===== config.mk =====
export PLATFORM = sky130hd
export DESIGN_NAME = ext_bus_ctrl
export DESIGN_NICKNAME = d
export VERILOG_FILES = /design/src/rtl/ebc_pkg.sv /design/src/rtl/ebc_route.sv /design/src/rtl/ebc_seq.sv /design/src/rtl/ebc_lanes.sv /design/src/rtl/ext_bus_ctrl.sv
export SDC_FILE = /design/constraint.sdc
export NUM_CORES = 1
export LEC_CHECK = 0
export BUFFER_PORTS_ARGS = -buffer_cell sky130_fd_sc_hd__buf_2
export CORE_UTILIZATION = 24
export DETAILED_ROUTE_END_ITERATION = 8
export GPL_TIMING_DRIVEN = 0
export PLACE_DENSITY_LB_ADDON = 0.2
export SLEW_MARGIN = 10
export SYNTH_ARGS = -nofsm -noshare
export SYNTH_HDL_FRONTEND = slang
export SYNTH_SLANG_ARGS = --single-unit

===== constraint.sdc =====
create_clock -name clk_i -period 4 [get_ports clk_i]
set_clock_uncertainty 0.2 [all_clocks]
set_input_delay 0.8 -clock clk_i [delete_from_list [all_inputs] [get_ports clk_i]]
set_output_delay 0.8 -clock clk_i [all_outputs]
set_load 0.005 [all_outputs]

===== src/rtl/ebc_pkg.sv =====
package ebc_pkg;
  typedef enum logic [2:0] {
    ST_IDLE, ST_INT, ST_ADDR, ST_STRB, ST_HOLD, ST_WT0, ST_WT1, ST_END
  } ebc_state_e;

  localparam logic [1:0] KIND_FETCH = 2'd1;
  localparam logic [1:0] KIND_WRITE = 2'd2;
endpackage


===== src/rtl/ebc_route.sv =====
module ebc_route #(
  parameter int          DW       = 16,
  parameter logic [DW-1:0] REGS_TOP = 16'h00FF,
  parameter logic [DW-1:0] ROM_LO   = 16'h2000,
  parameter logic [DW-1:0] ROM_HI   = 16'h3FFF
) (
  input  logic [DW-1:0] addr_i,
  input  logic          fetch_i,
  input  logic          rom_en_i,
  output logic          internal_o
);
  logic in_regs, in_rom;

  always_comb begin
    in_regs    = (addr_i <= REGS_TOP) && !fetch_i;  // code there always goes out
    in_rom     = rom_en_i && (addr_i >= ROM_LO) && (addr_i <= ROM_HI);
    internal_o = in_regs || in_rom;
  end
endmodule


===== src/rtl/ebc_seq.sv =====
module ebc_seq
  import ebc_pkg::*;
#(
  parameter int DW     = 16,
  parameter int WAIT_W = 2
) (
  input  logic              clk_i,
  input  logic              rst_ni,
  input  logic              req_valid_i,
  input  logic [1:0]        req_kind_i,
  input  logic [DW-1:0]     req_addr_i,
  input  logic              req_word_i,
  input  logic [DW-1:0]     req_wdata_i,
  input  logic              req_internal_i,
  input  logic              cfg_dyn_width_i,
  input  logic [WAIT_W-1:0] cfg_wait_i,
  input  logic              width_sel_i,
  input  logic              ready_i,
  output ebc_state_e        state_o,
  output logic [1:0]        kind_o,
  output logic [DW-1:0]     cyc_addr_o,
  output logic              word_o,
  output logic              wide_o,
  output logic              second_o,
  output logic [DW-1:0]     wdata_o,
  output logic              capture_o,
  output logic              done_o
);
  ebc_state_e        state_q;
  logic [1:0]        kind_q;
  logic [DW-1:0]     addr_q, wdata_q;
  logic              word_q, wide_q, second_q, done_q;
  logic [WAIT_W-1:0] wcnt_q;
  logic              forced, wait_more, decide;

  always_comb begin
    forced     = wcnt_q < cfg_wait_i;
    wait_more  = forced || !ready_i;
    decide     = (state_q == ST_HOLD) || (state_q == ST_WT1);
    capture_o  = decide && !wait_more && (kind_q != KIND_WRITE);
    cyc_addr_o = second_q ? (addr_q | DW'(1)) :
                 (word_q ? (addr_q & ~DW'(1)) : addr_q);
  end

  always_ff @(posedge clk_i or negedge rst_ni) begin
    if (!rst_ni) begin
      state_q  <= ST_IDLE;
      kind_q   <= '0;
      addr_q   <= '0;
      wdata_q  <= '0;
      word_q   <= 1'b0;
      wide_q   <= 1'b0;
      second_q <= 1'b0;
      done_q   <= 1'b0;
      wcnt_q   <= '0;
    end else begin
      done_q <= 1'b0;
      unique case (state_q)
        ST_IDLE: if (req_valid_i) begin
          kind_q   <= req_kind_i;
          addr_q   <= req_addr_i;
          word_q   <= req_word_i;
          wdata_q  <= req_wdata_i;
          second_q <= 1'b0;
          state_q  <= req_internal_i ? ST_INT : ST_ADDR;
        end
        ST_INT:  state_q <= ST_IDLE;
        ST_ADDR: begin
          wide_q  <= cfg_dyn_width_i && width_sel_i && !second_q;
          wcnt_q  <= '0;
          state_q <= ST_STRB;
        end
        ST_STRB: state_q <= ST_HOLD;
        ST_HOLD, ST_WT1: begin
          if (forced) wcnt_q <= wcnt_q + WAIT_W'(1);
          state_q <= wait_more ? ST_WT0 : ST_END;
        end
        ST_WT0:  state_q <= ST_WT1;
        ST_END: begin
          if (word_q && !wide_q && !second_q) begin
            second_q <= 1'b1;
            state_q  <= ST_ADDR;
          end else begin
            done_q  <= 1'b1;
            state_q <= ST_IDLE;
          end
        end
        default: state_q <= ST_IDLE;
      endcase
    end
  end

  assign state_o  = state_q;
  assign kind_o   = kind_q;
  assign word_o   = word_q;
  assign wide_o   = wide_q;
  assign second_o = second_q;
  assign wdata_o  = wdata_q;
  assign done_o   = done_q;
endmodule


===== src/rtl/ebc_lanes.sv =====
module ebc_lanes
  import ebc_pkg::*;
#(
  parameter int DW = 16
) (
  input  logic          clk_i,
  input  logic          rst_ni,
  input  ebc_state_e    state_i,
  input  logic [1:0]    kind_i,
  input  logic [DW-1:0] cyc_addr_i,
  input  logic          word_i,
  input  logic          wide_i,
  input  logic          second_i,
  input  logic [DW-1:0] wdata_i,
  input  logic          capture_i,
  input  logic          cfg_adv_mode_i,
  input  logic          cfg_split_wr_i,
  input  logic [DW-1:0] ad_i,
  output logic [DW-1:0] ad_o,
  output logic          ad_oe_o,
  output logic          ale_o,
  output logic          rd_n_o,
  output logic          wr_n_o,
  output logic          bhe_n_o,
  output logic          inst_o,
  output logic [DW-1:0] rdata_o
);
  localparam int BW = DW / 2;

  logic          ext, strb, is_wr, full, lo_sel, hi_sel, hi_lane;
  logic [BW-1:0] byte_val;
  logic [DW-1:0] rdata_q;

  always_comb begin
    ext      = (state_i != ST_IDLE) && (state_i != ST_INT);
    strb     = (state_i == ST_STRB) || (state_i == ST_HOLD) ||
               (state_i == ST_WT0)  || (state_i == ST_WT1);
    is_wr    = kind_i == KIND_WRITE;
    full     = wide_i && word_i;
    lo_sel   = full || !cyc_addr_i[0];
    hi_sel   = full || cyc_addr_i[0];
    hi_lane  = wide_i && hi_sel;
    byte_val = second_i ? wdata_i[DW-1:BW] : wdata_i[BW-1:0];

    ale_o   = cfg_adv_mode_i ? !(ext && state_i != ST_END) : (state_i == ST_ADDR);
    ad_oe_o = (state_i == ST_ADDR) || (is_wr && strb);
    if (state_i == ST_ADDR)  ad_o = cyc_addr_i;
    else if (!ad_oe_o)       ad_o = '0;
    else if (full)           ad_o = wdata_i;
    else                     ad_o = {byte_val, byte_val};

    rd_n_o  = !(strb && !is_wr);
    wr_n_o  = !(strb && is_wr && (!cfg_split_wr_i || lo_sel));
    bhe_n_o = !(strb && is_wr && (cfg_split_wr_i ? hi_sel : hi_lane));
    inst_o  = ext && (kind_i == KIND_FETCH);
  end

  always_ff @(posedge clk_i or negedge rst_ni) begin
    if (!rst_ni) begin
      rdata_q <= '0;
    end else if (capture_i) begin
      if (full)               rdata_q <= ad_i;
      else if (wide_i)        rdata_q <= {{BW{1'b0}}, cyc_addr_i[0] ? ad_i[DW-1:BW] : ad_i[BW-1:0]};
      else if (second_i)      rdata_q[DW-1:BW] <= ad_i[BW-1:0];
      else                    rdata_q <= {{BW{1'b0}}, ad_i[BW-1:0]};
    end
  end

  assign rdata_o = rdata_q;
endmodule


===== src/rtl/ext_bus_ctrl.sv =====
module ext_bus_ctrl
  import ebc_pkg::*;
#(
  parameter int DW     = 16,
  parameter int WAIT_W = 2
) (
  input  logic              clk_i,
  input  logic              rst_ni,
  input  logic              req_valid_i,
  input  logic [1:0]        req_kind_i,
  input  logic [DW-1:0]     req_addr_i,
  input  logic              req_word_i,
  input  logic [DW-1:0]     req_wdata_i,
  output logic              busy_o,
  output logic              int_sel_o,
  output logic              done_o,
  output logic [DW-1:0]     rdata_o,
  input  logic              cfg_dyn_width_i,
  input  logic              cfg_adv_mode_i,
  input  logic              cfg_split_wr_i,
  input  logic [WAIT_W-1:0] cfg_wait_i,
  input  logic              rom_en_i,
  input  logic              width_sel_i,
  input  logic              ready_i,
  input  logic [DW-1:0]     ad_i,
  output logic [DW-1:0]     ad_o,
  output logic              ad_oe_o,
  output logic              ale_o,
  output logic              rd_n_o,
  output logic              wr_n_o,
  output logic              bhe_n_o,
  output logic              inst_o
);
  ebc_state_e    state;
  logic [1:0]    kind;
  logic [DW-1:0] cyc_addr, wdata;
  logic          word, wide, second, capture, req_internal;

  ebc_route #(.DW(DW)) u_route (
    .addr_i     (req_addr_i),
    .fetch_i    (req_kind_i == KIND_FETCH),
    .rom_en_i   (rom_en_i),
    .internal_o (req_internal)
  );

  ebc_seq #(.DW(DW), .WAIT_W(WAIT_W)) u_seq (
    .clk_i, .rst_ni, .req_valid_i, .req_kind_i, .req_addr_i, .req_word_i,
    .req_wdata_i,
    .req_internal_i  (req_internal),
    .cfg_dyn_width_i, .cfg_wait_i, .width_sel_i, .ready_i,
    .state_o    (state),
    .kind_o     (kind),
    .cyc_addr_o (cyc_addr),
    .word_o     (word),
    .wide_o     (wide),
    .second_o   (second),
    .wdata_o    (wdata),
    .capture_o  (capture),
    .done_o     (done_o)
  );

  ebc_lanes #(.DW(DW)) u_lanes (
    .clk_i, .rst_ni,
    .state_i    (state),
    .kind_i     (kind),
    .cyc_addr_i (cyc_addr),
    .word_i     (word),
    .wide_i     (wide),
    .second_i   (second),
    .wdata_i    (wdata),
    .capture_i  (capture),
    .cfg_adv_mode_i, .cfg_split_wr_i, .ad_i, .ad_o, .ad_oe_o, .ale_o,
    .rd_n_o, .wr_n_o, .bhe_n_o, .inst_o, .rdata_o
  );

  assign busy_o    = state != ST_IDLE;
  assign int_sel_o = state == ST_INT;
endmodule


; After elaboration in Yosys (flattened, before gate mapping)
; Cells that the tools add are included.
[op_classes]
add_sub_neg = 1
magnitude_cmp = 4
n_eq_ne = 17
muxes = 25
reduce_logical = 49
[op_table]
columns = operator, n
row1 = $mux 16, 5
row2 = $mux 8, 4
row3 = $pmux 3 s7, 1
row4 = $logic_and 1x1->1, 18
row5 = $ge 16x14->1 const B, 1
row6 = $le 16x14->1 const B, 1
row7 = $le 16x8->1 const B, 1
row8 = $eq 3x3->1 const B, 4
row9 = $logic_not 1->1, 12
row10 = $logic_or 1x1->1, 10
row11 = $mux 1, 8
row12 = $mux 2, 4
row13 = $eq 3x2->1 const B, 2
row14 = $ne 3x1->1 const B, 2
row15 = $reduce_and 2->1, 3
row16 = $eq 2x1->1 const B, 2
row17 = $ne 2x1->1 const B, 2
row18 = $ne 2x2->1 const B, 2
row19 = $pmux 2 s2, 1
row20 = $reduce_bool 2->1, 2
row21 = $eq 3x1->1 const B, 1
row22 = $logic_not 3->1, 1
row23 = $mux 3, 1
row24 = $ne 3x3->1 const B, 1
row25 = 7 further kinds, 7
[word_totals]
ff_bits = 59
in_bits = 62
word_cells = 107

; Depth between registers and ports, before layout
[depth]
depth_word = 8
depth_mapped = 7
mapped_depth_nobuf = 6

; Hierarchy
; From an unflattened synthesis, not the netlist that was laid out.
[hier_totals]
hier_cells = 278
hier_area_um2 = 3186.8
[by_module_without_submodules]
columns = module, instances, cells_each, area_per_inst_um2, seq_area_each_um2
row1 = ebc_seq, 1, 139, 1896.8, 1076.0
row2 = ebc_lanes, 1, 131, 1232.4, 400.4
row3 = ebc_route, 1, 5, 37.5, 0.0
row4 = ext_bus_ctrl, 1, 3, 20.0, 0.0

; Least setup slack after synthesis
; Ideal clock, no wire load.
[synth_path]
kind = input-to-reg
startpoint = in cfg_wait_i[1]
endpoint = reg u_lanes.rdata_q[10] (netlist: u_lanes.rdata_o[10])
setup_time_ns = 0.125
t_arrival_ns = 1.990
t_required_ns = 3.675
setup_slack_ns = 1.685
stages = 6
path_buffers = 0
cell_sequence = inv_1 > ha_1 > o21ai_0 > a21oi_4 > nand2_2 > mux2_2
[synth_between]
elab_chain_cells = 5
[synth_rtl]
columns = item, line
row1 = from (decl), ext_bus_ctrl.sv:21  ; input logic [WAIT_W-1:0] cfg_wait_i,
row2 = $lt 2x2->1, ebc_seq.sv:37  ; forced = wcnt_q < cfg_wait_i;
row3 = $logic_or 1x1->1, ebc_seq.sv:38  ; wait_more = forced || !ready_i;
row4 = $logic_not 1->1, ebc_seq.sv:40  ; capture_o = decide && !wait_more && (kind_q != KIND_WRITE);
row5 = $logic_and 1x1->1 (2 in a row), ebc_seq.sv:40
row6 = to (signal assigned), ebc_lanes.sv:62  ; if (full) rdata_q <= ad_i;
row7 = to (signal assigned), ebc_lanes.sv:63  ; else if (wide_i) rdata_q <= {{BW{1'b0}}, cyc_addr_i[0] ? ad_i[DW-1:BW] : ad_i[BW-1:0]};
row8 = "to (signal, indexed assignment)", ebc_lanes.sv:64  ; else if (second_i) rdata_q[DW-1:BW] <= ad_i[BW-1:0];
row9 = to (decl), ebc_lanes.sv:32  ; logic [DW-1:0] rdata_q;
; Every way passes these cells.
; A chain may end at the register's enable or synchronous reset.

; Final worst setup path
[layout_path]
startpoint = reg u_seq.state_q[2] (netlist: u_seq.state_o[2])
endpoint = out ad_o[13]
[layout_between]
elab_chain_cells = 8
elab_cells_between_ends = 12
cone_classes = eq/ne (5) / mux (2) / reduce/logical (5)
[layout_rtl]
columns = item, line
row1 = from (decl), ebc_seq.sv:29  ; ebc_state_e state_q;
row2 = from (signal assigned), ebc_seq.sv:65  ; state_q <= req_internal_i ? ST_INT : ST_ADDR;
row3 = from (signal assigned), ebc_seq.sv:76  ; state_q <= wait_more ? ST_WT0 : ST_END;
row4 = $eq 3x2->1 / $eq 3x3->1 (equally long branches), ebc_lanes.sv:36  ; strb = (state_i == ST_STRB) || (state_i == ST_HOLD) ||
row5 = $logic_or 1x1->1 (2 in a row), ebc_lanes.sv:36
row6 = $logic_or 1x1->1, ebc_lanes.sv:37  ; (state_i == ST_WT0) || (state_i == ST_WT1);
row7 = $logic_and 1x1->1, ebc_lanes.sv:46  ; ad_oe_o = (state_i == ST_ADDR) || (is_wr && strb);
row8 = $logic_or 1x1->1, ebc_lanes.sv:46
row9 = $mux 16, ebc_lanes.sv:48  ; else if (!ad_oe_o) ad_o = '0;
row10 = $mux 16 (*), ebc_lanes.sv:47  ; if (state_i == ST_ADDR) ad_o = cyc_addr_i;
row11 = to (decl), ext_bus_ctrl.sv:26  ; output logic [DW-1:0] ad_o,
; Every way passes the cells marked *; elsewhere a longest branch is shown, timed or not.

==> results.json <==
{
  "path_clk_slew_ns": 0.05,
  "die_y_um": 116,
  "antenna_found_initial": 0,
  "dp_hpwl_um": 6540,
  "wl_um": 8620,
  "cts_root_buf": "clkbuf_16",
  "synth_cell_type_count": 43,
  "crit_chain": "buf_2 > nor3_2 > buf_2 > nand2_1 > o21ai_0 > buf_2",
  "synth-seq-area-share_pct": 47.0,
  "p_leak_nw": 2.04,
  "die-area_mm2": 0.0136,
  "ys_ff_latch": 59,
  "cts-resized-gates": 0,
  "initial_core_util_pct": 24.8,
  "outcome": "completed",
  "required_ns": 3.00,
  "diodes": 0,
  "cp_top_family": "buffers and inverters",
  "worst_slack_ns": 0.938,
  "power.density_mw_per_mm2": 759,
  "clk_latency_ns": 0.33,
  "synth-simple-area-share_pct": 11.1,
  "pin_count": 103,
  "worstSetupPathType": "register to primary output",
  "synth.area.mux_share_pct": 26.3,
  "area_delta_synth_final_pct": 32.5,
  "synthCells": 270,
  "endpoint_kind": "primary output",
  "hold_path.class": "primary input to asynchronous set/reset pin",
  "cp_common_cell": "buf_2",
  "rsz0062_at_grt": "false",
  "first_global_vias": 2567,
  "cpPeakStageDelay_ns": 0.43,
  "crit_buf_inv": 3,
  "grt_max_degree": 32,
  "dieWidth_um": 116,
  "synth-compound-area-share_pct": 10.3,
  "synth_edf_count": 0,
  "synthArstFlopShare_pct": 100,
  "fin_setup_tns_ns": 0,
  "postCtsHoldBufs": 0,
  "yosys_warnings": 0,
  "hold_violations": 0,
  "cts_tree": "yes",
  "tightest_slew_ns": 0.589,
  "nets": 447,
  "fmax_ghz": 0.327,
  "vias": 2436,
  "place.gp.congestion": 0.772,
  "synth_ff_type": "dfrtp_1",
  "finalCritPeriodShare_pct": 76.5,
  "rows": 41,
  "grt_pass1_wl_um": 13500,
  "cts.sinks": 59,
  "syn-num-nets": 333,
  "dp_slack_ns": 1.24,
  "antenna_left": 0,
  "postCtsSetupBuffers": 0,
  "io_buffers": 102,
  "crit_fanout": 10,
  "clockBufferDepth": 2,
  "layout_min_cycle_time_ns": 3.06,
  "peakVddDrop_v": 0.000284,
  "drv_slew": 0,
  "wl_per_cell_um": 15.4,
  "cap_violations": 0,
  "relSlewSlack_pct": 60.6,
  "synthAdderAreaFrac_pct": 0.398,
  "grt.overflow.total": 0,
  "place_inst": 545,
  "core_area_mm2": 0.0127,
  "layoutNonFillerInstCount": 561,
  "drt_iter0_markers": 87,
  "syn_area_per_cell_um2": 11.6,
  "whs_ns": 0.202,
  "h-tree-depth": 3,
  "cpMaxStageDelayCell": "dfrtp_1",
  "cts_buffers": 9,
  "drc_errors": 0,
  "setup_viol": 0,
  "gr-usage-all-layers_pct": 13.6,
  "drtPass1Iterations": 4,
  "cp.arrival_ns": 2.06,
  "syn_area_mm2": 0.00314,
  "synthXorXnorAreaFrac_pct": 0.518,
  "viasPerCell": 4.34,
  "drive_gt1_share_pct": 42.9,
  "synth_top_family_by_area": "multiplexers",
  "crit_path_start_kind": "register"
}
[worst paths after layout]
path / start / to / slack (ns) / cells after the start
max: u_seq.state_o[2]$_DFFE_PN0P_ / ad_o[13] / 0.94 / 6
min: rst_ni / u_seq.wide_o$_DFFE_PN0P_ / 0.20 / 1
max reg2reg: u_seq.wcnt_q[1]$_DFFE_PN0P_ / u_lanes.rdata_o[10]$_DFFE_PN0P_ / 1.98 / 5
min reg2reg: u_seq.addr_q[7]$_DFFE_PN0P_ / u_seq.addr_q[7]$_DFFE_PN0P_ / 0.28 / 1
max in group asynchronous: rst_ni / u_seq.wdata_o[8]$_DFFE_PN0P_ / 2.89 / 2
min in group clk_i: u_seq.addr_q[7]$_DFFE_PN0P_ / u_seq.addr_q[7]$_DFFE_PN0P_ / 0.28 / 1
[synth_stat cells, types with 3 or more instances]
cell,instances,area [um^2]
a21oi_1,3,15.0
a22o_1,8,70.1
and2_1,4,25.0
buf_2,6,30.0
buf_6,6,67.6
dfrtp_1,59,1480
inv_1,8,30.0
mux2_1,27,304
mux2_2,21,236
mux2_4,7,105
mux2i_1,18,180
nand2_1,29,109
nand3_1,3,15.0
nor2_1,10,37.5
nor2b_1,3,18.8
o21ai_0,19,95.1
o21ai_1,7,35.0
[routing by layer]
metal	vias up	wire, um	global-route usage [%]
li1	1196	-	-
met1	1151	3860	16.4
met2	80	3910	22.1
met3	9	748	5.76
met4	0	102	4.10
met5	-	0	0
[power breakdown]
| part | switching, mW | total (mW) | leakage, nW | internal, mW |
|---|---|---|---|---|
| clock | 0.264 | 0.715 | 0.137 | 0.451 |
| combinational | 0.688 | 1.37 | 1.18 | 0.684 |
| sequential | 0.181 | 1.07 | 0.726 | 0.893 |
[cells by family after synthesis]
kind of cell / after synthesis
AND/OR/NAND/NOR: 65
flip-flops: 59
XOR/XNOR: 1
multiplexers: 73
buffers and inverters: 22
adder cells (fa/ha/maj): 1
AO/OA/AOI/OAI: 49
[layout make-up]
class | count | area, um^2
multi-input combinational | 189 | 1530
buffer | 14 | 109
sequential | 59 | 1480
inverter | 8 | 30.0
tap | 172 | 215
timing repair buffer | 103 | 533
fill | 1365 | 8510
clock inverter | 2 | 10.0
clock buffer | 14 | 264
[flip-flops by register name, indices dropped and copies added, names as in the netlist]
register	flops
u_seq.state_o	3
u_seq.done_o	1
u_seq.word_o	1
u_seq.second_o	1
u_seq.addr_q	16
u_seq.wcnt_q	2
u_seq.wide_o	1
u_lanes.rdata_o	16
u_seq.kind_o	2
u_seq.wdata_o	16
[layout by cell type, fill, tap and decap left out, drive strengths merged, types with 8 or more instances in the layout]
cell	count
nor2	11
buf	116
dfrtp	59
o21ai	26
a22o	8
mux2i	18
nand2	32
inv	8
mux2	55
clkbuf	15
[through the flow]
stage               utilization, %  total power, mW  area (um^2)
global route                  32.9             3.43         4160
detailed placement            30.7             2.49         3890
finish                        32.9             3.16         4160
global placement              30.5             2.47         3870
floorplan                        -             1.97         3140
CTS                           32.9             3.23         4160
No activity file was read; power rests on OpenSTA's default activity.
